File: config.mk
export PLATFORM = sky130hd
export DESIGN_NAME = seq_ee_writer
export DESIGN_NICKNAME = d
export VERILOG_FILES = /design/src/rtl/seq_ee_pkg.sv /design/src/rtl/seq_ee_chunk.sv /design/src/rtl/seq_ee_retry.sv /design/src/rtl/seq_ee_writer.sv
export SDC_FILE = /design/constraint.sdc
export NUM_CORES = 1
export LEC_CHECK = 0
export ABC_CLOCK_PERIOD_IN_PS = 2620
export BUFFER_PORTS_ARGS = -buffer_cell sky130_fd_sc_hd__buf_2
export CAP_MARGIN = 20
export CORE_UTILIZATION = 52
export DETAILED_ROUTE_END_ITERATION = 8
export HOLD_SLACK_MARGIN = 0.03
export PLACE_DENSITY = 0.77
export SLEW_MARGIN = 20
export SYNTH_ARGS = -nofsm -noshare
export SYNTH_HDL_FRONTEND = slang
export SYNTH_SLANG_ARGS = --single-unit
File: constraint.sdc
create_clock -name clk -period 2.62 [get_ports clk]
set_input_delay 0.524 -clock clk [delete_from_list [all_inputs] [get_ports clk]]
set_output_delay 0.524 -clock clk [all_outputs]
set_load 0.005 [all_outputs]
File: src/rtl/seq_ee_pkg.sv
package seq_ee_pkg;

    localparam int WORD_W = 16;
    localparam int ADDR_W = WORD_W + 3;
    localparam logic [3:0] DEV_CODE = 4'b1010;

    typedef enum logic [1:0] {
        OP_START = 2'b00,
        OP_STOP  = 2'b01,
        OP_WRITE = 2'b10
    } bus_op_e;

    typedef enum logic [3:0] {
        S_IDLE,
        S_OPEN,
        S_CTRL,
        S_AHI,
        S_ALO,
        S_DATA,
        S_CLOSE,
        S_PSTART,
        S_PCTRL,
        S_FIN,
        S_ABORT,
        S_DONE,
        S_FAIL
    } seq_state_e;

    function automatic logic [7:0] make_ctrl(input logic [ADDR_W-1:0] a);
        return {DEV_CODE, a[WORD_W], a[WORD_W+2], a[WORD_W+1], 1'b0};
    endfunction

endpackage

File: src/rtl/seq_ee_chunk.sv
module seq_ee_chunk
    import seq_ee_pkg::*;
#(
    parameter int PAGE_BYTES = 128,
    parameter int LEN_W      = 16
) (
    input  logic [ADDR_W-1:0]              addr,
    input  logic [LEN_W-1:0]               remain,
    output logic [7:0]                     ctrl,
    output logic [$clog2(PAGE_BYTES):0]    chunk
);
    localparam int PAGE_W = $clog2(PAGE_BYTES);

    logic [PAGE_W:0]    room;
    logic [LEN_W-1:0]   room_ext;

    always_comb begin
        ctrl     = make_ctrl(addr);
        room     = (PAGE_W+1)'(PAGE_BYTES) - {1'b0, addr[PAGE_W-1:0]};
        room_ext = LEN_W'(room);
        chunk    = (remain < room_ext) ? remain[PAGE_W:0] : room;
    end

endmodule

File: src/rtl/seq_ee_retry.sv
module seq_ee_retry #(
    parameter int LIMIT = 4096
) (
    input  logic clk,
    input  logic rst_n,
    input  logic clr,
    input  logic bump,
    output logic last
);
    localparam int CW = $clog2(LIMIT + 1);

    logic [CW-1:0] cnt;

    always_ff @(posedge clk) begin
        if (!rst_n)    cnt <= '0;
        else if (clr)  cnt <= '0;
        else if (bump) cnt <= cnt + CW'(1);
    end

    assign last = (cnt == CW'(LIMIT - 1));

    assert_retry_cap_R7: assert property (@(posedge clk) disable iff (!rst_n)
        cnt < CW'(LIMIT));

endmodule

File: src/rtl/seq_ee_writer.sv
module seq_ee_writer
    import seq_ee_pkg::*;
#(
    parameter int PAGE_BYTES = 128,
    parameter int LEN_W      = 16,
    parameter int POLL_LIMIT = 4096
) (
    input  logic                 clk,
    input  logic                 rst_n,
    input  logic                 go,
    input  logic [18:0]          start_addr,
    input  logic [LEN_W-1:0]     length,
    output logic [LEN_W-1:0]     rd_idx,
    input  logic [7:0]           rd_data,
    output logic                 cmd_valid,
    output logic [1:0]           cmd_op,
    output logic [7:0]           cmd_byte,
    input  logic                 cmd_done,
    input  logic                 cmd_nack,
    output logic                 busy,
    output logic                 done,
    output logic                 err
);
    localparam int PAGE_W = $clog2(PAGE_BYTES);

    seq_state_e           state, nxt;
    logic [ADDR_W-1:0]    cur_addr;
    logic [LEN_W-1:0]     remain;
    logic [PAGE_W:0]      chunk_left;
    logic [7:0]           poll_ctrl;
    logic [7:0]           ctrl_now;
    logic [PAGE_W:0]      chunk_sz;
    logic                 poll_last;
    logic                 poll_bump;
    logic                 acked;
    bus_op_e              op_q;

    seq_ee_chunk #(.PAGE_BYTES(PAGE_BYTES), .LEN_W(LEN_W)) u_chunk (
        .addr   (cur_addr),
        .remain (remain),
        .ctrl   (ctrl_now),
        .chunk  (chunk_sz)
    );

    assign acked     = cmd_done && !cmd_nack;
    assign poll_bump = (state == S_PCTRL) && cmd_done && cmd_nack && !poll_last;

    seq_ee_retry #(.LIMIT(POLL_LIMIT)) u_retry (
        .clk   (clk),
        .rst_n (rst_n),
        .clr   (state == S_CLOSE),
        .bump  (poll_bump),
        .last  (poll_last)
    );

    // state register and datapath
    always_ff @(posedge clk) begin
        if (!rst_n) begin
            state      <= S_IDLE;
            cur_addr   <= '0;
            remain     <= '0;
            rd_idx     <= '0;
            chunk_left <= '0;
            poll_ctrl  <= '0;
        end else begin
            state <= nxt;
            if (state == S_IDLE && go) begin
                cur_addr <= start_addr;
                remain   <= length;
                rd_idx   <= '0;
            end
            if (acked && state == S_CTRL)
                poll_ctrl <= ctrl_now;
            if (acked && (state == S_CTRL || state == S_PCTRL))
                chunk_left <= chunk_sz;
            if (acked && state == S_DATA) begin
                cur_addr   <= cur_addr + ADDR_W'(1);
                remain     <= remain - LEN_W'(1);
                rd_idx     <= rd_idx + LEN_W'(1);
                chunk_left <= chunk_left - (PAGE_W+1)'(1);
            end
        end
    end

    // next-state logic
    always_comb begin
        nxt = state;
        unique case (state)
            S_IDLE:   if (go) nxt = (length == '0) ? S_DONE : S_OPEN;
            S_OPEN:   if (cmd_done) nxt = S_CTRL;
            S_CTRL:   if (cmd_done) nxt = cmd_nack ? S_ABORT : S_AHI;
            S_AHI:    if (cmd_done) nxt = cmd_nack ? S_ABORT : S_ALO;
            S_ALO:    if (cmd_done) nxt = cmd_nack ? S_ABORT : S_DATA;
            S_DATA: begin
                if (cmd_done) begin
                    if (cmd_nack)                              nxt = S_ABORT;
                    else if (chunk_left == (PAGE_W+1)'(1))     nxt = S_CLOSE;
                end
            end
            S_CLOSE:  if (cmd_done) nxt = S_PSTART;
            S_PSTART: if (cmd_done) nxt = S_PCTRL;
            S_PCTRL: begin
                if (cmd_done) begin
                    if (cmd_nack)                   nxt = poll_last ? S_ABORT : S_PSTART;
                    else if (remain == '0)          nxt = S_FIN;
                    else if (ctrl_now == poll_ctrl) nxt = S_AHI;
                    else                            nxt = S_OPEN;
                end
            end
            S_FIN:    if (cmd_done) nxt = S_DONE;
            S_ABORT:  if (cmd_done) nxt = S_FAIL;
            S_DONE:   nxt = S_IDLE;
            S_FAIL:   nxt = S_IDLE;
            default:  nxt = S_IDLE;
        endcase
    end

    // outputs
    always_comb begin
        cmd_valid = 1'b0;
        op_q      = OP_START;
        cmd_byte  = 8'h00;
        unique case (state)
            S_OPEN, S_PSTART: begin
                cmd_valid = 1'b1;
                op_q      = OP_START;
            end
            S_CTRL: begin
                cmd_valid = 1'b1;
                op_q      = OP_WRITE;
                cmd_byte  = ctrl_now;
            end
            S_AHI: begin
                cmd_valid = 1'b1;
                op_q      = OP_WRITE;
                cmd_byte  = cur_addr[15:8];
            end
            S_ALO: begin
                cmd_valid = 1'b1;
                op_q      = OP_WRITE;
                cmd_byte  = cur_addr[7:0];
            end
            S_DATA: begin
                cmd_valid = 1'b1;
                op_q      = OP_WRITE;
                cmd_byte  = rd_data;
            end
            S_PCTRL: begin
                cmd_valid = 1'b1;
                op_q      = OP_WRITE;
                cmd_byte  = poll_ctrl;
            end
            S_CLOSE, S_FIN, S_ABORT: begin
                cmd_valid = 1'b1;
                op_q      = OP_STOP;
            end
            default: begin
                cmd_valid = 1'b0;
            end
        endcase
        cmd_op = op_q;
        busy   = (state != S_IDLE);
        done   = (state == S_DONE) || (state == S_FAIL);
        err    = (state == S_FAIL);
    end

    assert_page_close_R2: assert property (@(posedge clk) disable iff (!rst_n)
        (state == S_DATA && acked && (&cur_addr[PAGE_W-1:0])) |=> (state == S_CLOSE));

    assert_poll_same_ctrl_R4: assert property (@(posedge clk) disable iff (!rst_n)
        (state == S_PSTART || state == S_PCTRL) |-> $stable(poll_ctrl));

    assert_abort_on_nack_R8: assert property (@(posedge clk) disable iff (!rst_n)
        ((state inside {S_CTRL, S_AHI, S_ALO, S_DATA}) && cmd_done && cmd_nack)
        |=> (state == S_ABORT));

    assert_done_pulse_R12: assert property (@(posedge clk) disable iff (!rst_n)
        done |=> (!done && !busy));

    assert_cmd_hold_R13: assert property (@(posedge clk) disable iff (!rst_n)
        (cmd_valid && $past(cmd_valid) && !$past(cmd_done))
        |-> ($stable(cmd_op) && $stable(cmd_byte)));

endmodule

* Word-level counts from Yosys, hierarchy flattened
Cells that the tools add are included.
** Cells by class
- $add $sub $neg :: 6
- $lt $le $gt $ge :: 1
- Equal/unequal tests :: 27
- Multiplexer cells :: 34
- Bitwise gates (word level) :: 1
- Reduce and logical (&&, ||, !) cells :: 23
** Operators with widths (number)
- two-way mux 4 bit :: 20
- two-way mux 16 bit :: 4
- one-hot mux 4 bit (11 select lines) :: 1
- one-hot mux 8 bit (5 select lines) :: 1
- two-way mux 19 bit :: 2
- zero test 16 bit :: 2
- two-way mux 8 bit :: 3
- != test 2 bit, second input constant :: 11
- equality test 4 bit, second input constant :: 5
- adder 19 x 1 -> 19 bit, second input constant :: 1
- adder 16 x 1 -> 16 bit, second input constant :: 1
- equality test 4 x 3 -> 1 bit, second input constant :: 4
- < comparator 16 x 8 -> 1 bit :: 1
- subtractor 16 x 1 -> 16 bit, second input constant :: 1
- adder 13 x 1 -> 13 bit, second input constant :: 1
- equality test 13 x 12 -> 1 bit, second input constant :: 1
- AND reduction 12 bit :: 1
- OR reduction 10 bit :: 1
- equality test 4 x 2 -> 1 bit, second input constant :: 2
- equality test 8 x 1 -> 1 bit, second input constant :: 1
- logical AND 1 bit :: 8
- subtractor 8 x 1 -> 8 bit, second input constant :: 1
- subtractor 8 x 7 -> 8 bit, first input constant :: 1
- equality test 5 bit :: 1
- other kinds (14) :: 17
** Storage, ports and cells
- Register bits after elaboration :: 80
- Input bits :: 48
- Output and inout port bits :: 30
- Logic and storage cells :: 99

* Longest topological paths before layout
- Depth after elaboration :: 6
- Depth in mapped cells :: 12
- Depth with buffers taken out :: 11

* Cells and area by module
Synthesis repeated with hierarchy kept, for this count alone.
** Second synthesis, totals
- Cells, all modules :: 692
- Area, all modules :: 5391.4 µm²
** Modules (own cells, without submodules)
- seq_ee_writer :: times used 1, cells each 560, area each 4274.1 µm², sequential area each 1421.4 µm²
- seq_ee_retry :: times used 1, cells each 71, area each 648.1 µm², sequential area each 260.2 µm²
- seq_ee_chunk :: times used 1, cells each 61, area each 469.2 µm², sequential area each 0.0 µm²

* Least setup slack after synthesis
Ideal clock, no wire load.
- Path type :: reg2reg
- Start :: register cur_addr[0]
- End :: register chunk_left[5]
- Setup time :: 0.067 ns
- Arrival time :: 2.770 ns
- Required time :: 2.553 ns
- Slack :: -0.217 ns
- Cell stages (with the launch flop) :: 12
- Buffers on the path :: 1
- Clock period less this slack :: 2.837 ns
- Cell sequence :: dfxtp_1 clkbuf_1 nor3_1 nor3b_1 xor2_1 ha_1 a21o_1 a21o_2 a2111oi_4 o21ai_2 mux2_2 a21oi_2
** On the way
- Word-level cells in the longest chain between the ends :: 5
** Ends and longest elaborated chain
- start: declaration :: line seq_ee_writer.sv:27 : logic [ADDR_W-1:0] cur_addr;
- start signal: assignment :: line seq_ee_writer.sv:68 : cur_addr <= start_addr;
- start signal: assignment :: line seq_ee_writer.sv:77 : cur_addr <= cur_addr + ADDR_W'(1);
- subtractor 8 x 7 -> 8 bit * :: line seq_ee_chunk.sv:19 : room = (PAGE_W+1)'(PAGE_BYTES) - {1'b0, addr[PAGE_W-1:0]};
- < comparator 16 x 8 -> 1 bit :: line seq_ee_chunk.sv:21 : chunk = (remain < room_ext) ? remain[PAGE_W:0] : room;
- two-way mux 8 bit * :: line seq_ee_chunk.sv:21
- two-way mux 8 bit * :: line seq_ee_writer.sv:74 : if (acked && (state == S_CTRL || state == S_PCTRL))
- two-way mux 8 bit * :: line seq_ee_writer.sv:76 : if (acked && state == S_DATA) begin
- end signal: assignment :: line seq_ee_writer.sv:75 : chunk_left <= chunk_sz;
- end signal: assignment :: line seq_ee_writer.sv:80 : chunk_left <= chunk_left - (PAGE_W+1)'(1);
- end: declaration :: line seq_ee_writer.sv:29 : logic [PAGE_W:0] chunk_left;
Mark *: on every way between the ends. The rest lies on a longest branch, timed or not. The select of a mux whose other input is x is not followed.
A chain may end at the register's enable or synchronous reset.

* Worst setup path in the final report
- Start :: register cur_addr[0]
- End :: register chunk_left[2]
Same word-level chain as after synthesis.

==> impl_metrics.csv <==
group,metric,value,unit
yosys,synthDominantCellAreaShare,31.9,%
timing,setup_ws,-86.7,ps
worst_setup_path,regToRegEndpoint,"chunk_left[2]",
yosys,post_synth.cell_area_avg,7.64,sq um
yosys,ys_seq_elements,80,
routing,post_drt_via_cell_ratio,6.16,
worst_setup_path,crit_fanout,5,
yosys,seq_area_frac_synth,31.9,%
yosys,synth_nets,719,
timing,timing.max_slew.rel_slack,59.3,%
grt,grt_max_degree,35,
timing,final_period_minus_worst_setup_slack,2710,ps
worst_setup_path,critical_path_class,"reg2reg",
layout,layout.cell_area.non_filler,0.00597,sq mm
timing,grt_setup_unrepaired,"true",
clock_tree,hold_buffers,0,
routing,detail_route.iter0.violations,433,
placed_design,routability_cong,0.883,
floorplan,die_area,0.0101,sq mm
routing,final_antenna_net_count,0,
grt,antenna_found_initial,0,
grt,overall_global_routing_usage,28.7,%
yosys,synthDominantAreaCellType,"sky130_fd_sc_hd__dfxtp_1",
layout,final.fill_count,845,
routing,route.vias.total,5401,
grt,grt_remaining_overflow,0,
yosys,synthArstFlopShare,0,%
timing,max_freq,369,MHz
outcome,status,"complete, but fails checks",
timing,worst-slew-pin-transition,606,ps
job,maxCapViolCount,0,
layout,finish.net_count,805,
clock_tree,numClockSinks,80,
clock_tree,h-tree-depth,3,
timing,hold_viol,0,
outcome,failed_checks,"negative setup slack",
worst_setup_path,worstSetupStartpoint,"cur_addr[0]",
worst_setup_path,crit_path_start_kind,"flop",
worst_setup_path,worstSetupEndpoint,"chunk_left[2]",
worst_setup_path,critPathRequiredTime,2900,ps
grt,number_of_global_route_vias_before_repair,4945,
worst_setup_path,worstSetupEndpointType,"flop",
routing,routed_wirelength,14400,um
placed_design,detailed_place_hpwl,10400,um
routing,post_drt_wl_per_cell,16.4,um
clock_tree,clk_pin_slew_worst_paths,80,ps
clock_tree,cts.root.buffer_cell,"sky130_fd_sc_hd__clkbuf_8",
timing,setup_violations,8,
layout,layout-drive-gt1-share,22.3,%
timing,fin_worst_skew,8.36,ps
worst_hold_path,hold_class,"in2reg",
yosys,synth.yosys.warnings,0,
clock_tree,tritoncts,"yes",
floorplan,fp_rows,35,
worst_setup_path,ff2ff_setup_slack,-90,ps
worst_setup_path,cell_count_of_the_worst_reg_to_reg_path,10,
pwr,power.static_leakage,0.00232,uW
placed_design,port-buffer-count,77,
layout,final_common_cell,"sky130_fd_sc_hd__dfxtp_1",
clock_tree,clock_insertion_delay_worst_skew,350,ps
yosys,synth.lib_cells_used.distinct,63,
pwr,p_per_area,857,mW/mm^2
pwr,peakVddDrop,531,uV
floorplan,io-pin-count,78,
layout,mostFrequentLayoutCells,"78 x sky130_fd_sc_hd__dfxtp_1, 77 x sky130_fd_sc_hd__buf_2, 67 x sky130_fd_sc_hd__nor2_1, 63 x sky130_fd_sc_hd__nand2_1, 59 x sky130_fd_sc_hd__a21oi_1",
yosys,mappedNetlistArea,0.00502,sq mm
clock_tree,tritoncts.num_buffers,9,
floorplan,core_region_area,0.00928,sq mm
worst_setup_path,rr_startpoint,"cur_addr[0]",
grt,wire_length_of_the_first_global_routing_pass,23100,um
timing,slew_violations,0,
timing,final.period_utilization,103,%
yosys,post_synth_main_area_contributors,"sky130_fd_sc_hd__dfxtp_1 32%, sky130_fd_sc_hd__a21oi_1 6.1%, sky130_fd_sc_hd__nor2_1 5.0%, sky130_fd_sc_hd__nand2_1 4.7%, sky130_fd_sc_hd__ha_1 3.5%",
worst_setup_path,worst-endpoint-arrival,2990,ps
layout,diodes,0,
placed_design,placed_area,0.00569,sq mm
floorplan,floorplan.initialDensity,54.1,%
yosys,synth-edff-count,0,
floorplan,fp.dieH,100,um
floorplan,chipWidth,100,um
clock_tree,cts.path.max_buffers,2,
yosys,main_flop_type_after_synthesis,"sky130_fd_sc_hd__dfxtp_1",
layout,syn_to_final_growth,19.0,%
timing,hold_ws,420,ps
routing,remaining_drc_errors,0,
routing,pre_repair_dr_iteration_count,8,
yosys,post_synth_inst_count,657,
state kept, by name, summed over array words and instances, names as in the netlist:
register and count:
chunk_left 8, cur_addr 19, poll_ctrl 4, rd_idx 16, remain 16, state 4, u_retry.cnt 13
worst max-delay path: stages (launching register included):
cell and delay (ps):
sky130_fd_sc_hd__dfxtp_4 370, sky130_fd_sc_hd__nor3_4 170, sky130_fd_sc_hd__nor3b_4 270, sky130_fd_sc_hd__xor2_2 200
sky130_fd_sc_hd__ha_1 270, sky130_fd_sc_hd__a21o_1 160, sky130_fd_sc_hd__a21o_2 200, sky130_fd_sc_hd__a2111oi_4 400
sky130_fd_sc_hd__o21ai_4 160, sky130_fd_sc_hd__mux2_2 310, sky130_fd_sc_hd__a21oi_2 140
metal layers:
metal	vias up	routed length [um]	track usage, %
met4	0	342	10.9
met3	36	1110	4.39
met1	2516	5790	35.7
li1	2601	-	-
met5	-	0	0
met2	248	7160	49.8
cell type report:
class                      count  area [sq um]  share of cell area (%)
clock buffer                  11           151                    2.53
clock inverter                 5          31.3                   0.524
inverter                      25          93.8                    1.57
tap                          129           161                    2.70
timing repair buffer         118           706                    11.8
sequential                    80          1610                    26.9
multi-input combinational    509          3220                    54.0
timing repair:
action / CTS / global route
resized for setup: 9 / 3
pin swaps: 4 / 2
buffers inserted: 2 / 3
gates cloned: 1 / 0
endpoints found under the setup margin: 11 / 9
cell families after synthesis:
| logic type | share of synthesized area, % |
|---|---|
| AOI/OAI and AO/OA | 23.7 |
| xor gates and xnor gates | 4.01 |
| adders and majority gates | 3.49 |
| buffers and inverters | 5.58 |
| DFF | 31.9 |
| muxes | 3.07 |
| and+or+nand+nor | 28.2 |
stage by stage:
| stage | instances | TNS [ps] | util (%) | worst slack [ps] | total power (uW) |
|---|---|---|---|---|---|
| 2_1_floorplan | 657 | 0 | - | 1.51 | 3290 |
| 3_3_place_gp | 855 | 0 | 61.3 | 27.2 | 3990 |
| 3_5_place_dp | 855 | -653 | 61.3 | -118 | 4060 |
| 4_1_cts | 874 | -492 | 63.9 | -84.5 | 5010 |
| 5_1_grt | 877 | -1530 | 64.4 | -224 | 5440 |
| 6_report | 877 | -507 | 64.4 | -86.7 | 5120 |
Yosys cell counts (4+ instances only):
cell	count
sky130_fd_sc_hd__and2_1	5
sky130_fd_sc_hd__buf_1	6
sky130_fd_sc_hd__and4_1	4
sky130_fd_sc_hd__nand2b_1	7
sky130_fd_sc_hd__and3_1	8
sky130_fd_sc_hd__o22ai_1	8
sky130_fd_sc_hd__nor2b_1	6
sky130_fd_sc_hd__ha_1	14
sky130_fd_sc_hd__nand4_1	14
sky130_fd_sc_hd__or3_1	12
sky130_fd_sc_hd__a31oi_1	13
sky130_fd_sc_hd__a22oi_1	13
sky130_fd_sc_hd__clkbuf_1	28
sky130_fd_sc_hd__nand2_1	63
sky130_fd_sc_hd__o21ai_0	25
sky130_fd_sc_hd__nand3_1	31
sky130_fd_sc_hd__nor2_1	67
sky130_fd_sc_hd__o311ai_0	4
sky130_fd_sc_hd__inv_1	24
sky130_fd_sc_hd__o21a_1	5
sky130_fd_sc_hd__a222oi_1	7
sky130_fd_sc_hd__buf_2	8
sky130_fd_sc_hd__o211ai_1	14
sky130_fd_sc_hd__mux2_2	11
sky130_fd_sc_hd__a21oi_1	61
sky130_fd_sc_hd__dfxtp_1	80
sky130_fd_sc_hd__xnor2_1	7
sky130_fd_sc_hd__nor4_1	12
sky130_fd_sc_hd__xor2_1	16
sky130_fd_sc_hd__a221oi_1	7
sky130_fd_sc_hd__nor3b_1	4
sky130_fd_sc_hd__nand3b_1	4
sky130_fd_sc_hd__nor3_1	26
where the power goes:
group	switching (uW)	internal (uW)	total (uW)	leakage (uW)
Sequential	229	1380	1610	0.000651
Combinational	1500	1160	2660	0.00157
Clock	462	393	855	0.0000951
worst min path at each step:
stage	from	cells after the start	end	slack, ps
2_1_floorplan	u_retry.cnt[12]	2	u_retry.cnt[12]	430
3_3_place_gp	u_retry.cnt[12]	2	u_retry.cnt[12]	440
3_5_place_dp	u_retry.cnt[12]	2	u_retry.cnt[12]	450
4_1_cts	length[6]	3	remain[6]	410
5_1_grt	start_addr[12]	3	cur_addr[12]	410
6_report	length[6]	3	remain[6]	420
No activity file was read; power rests on OpenSTA's default activity.
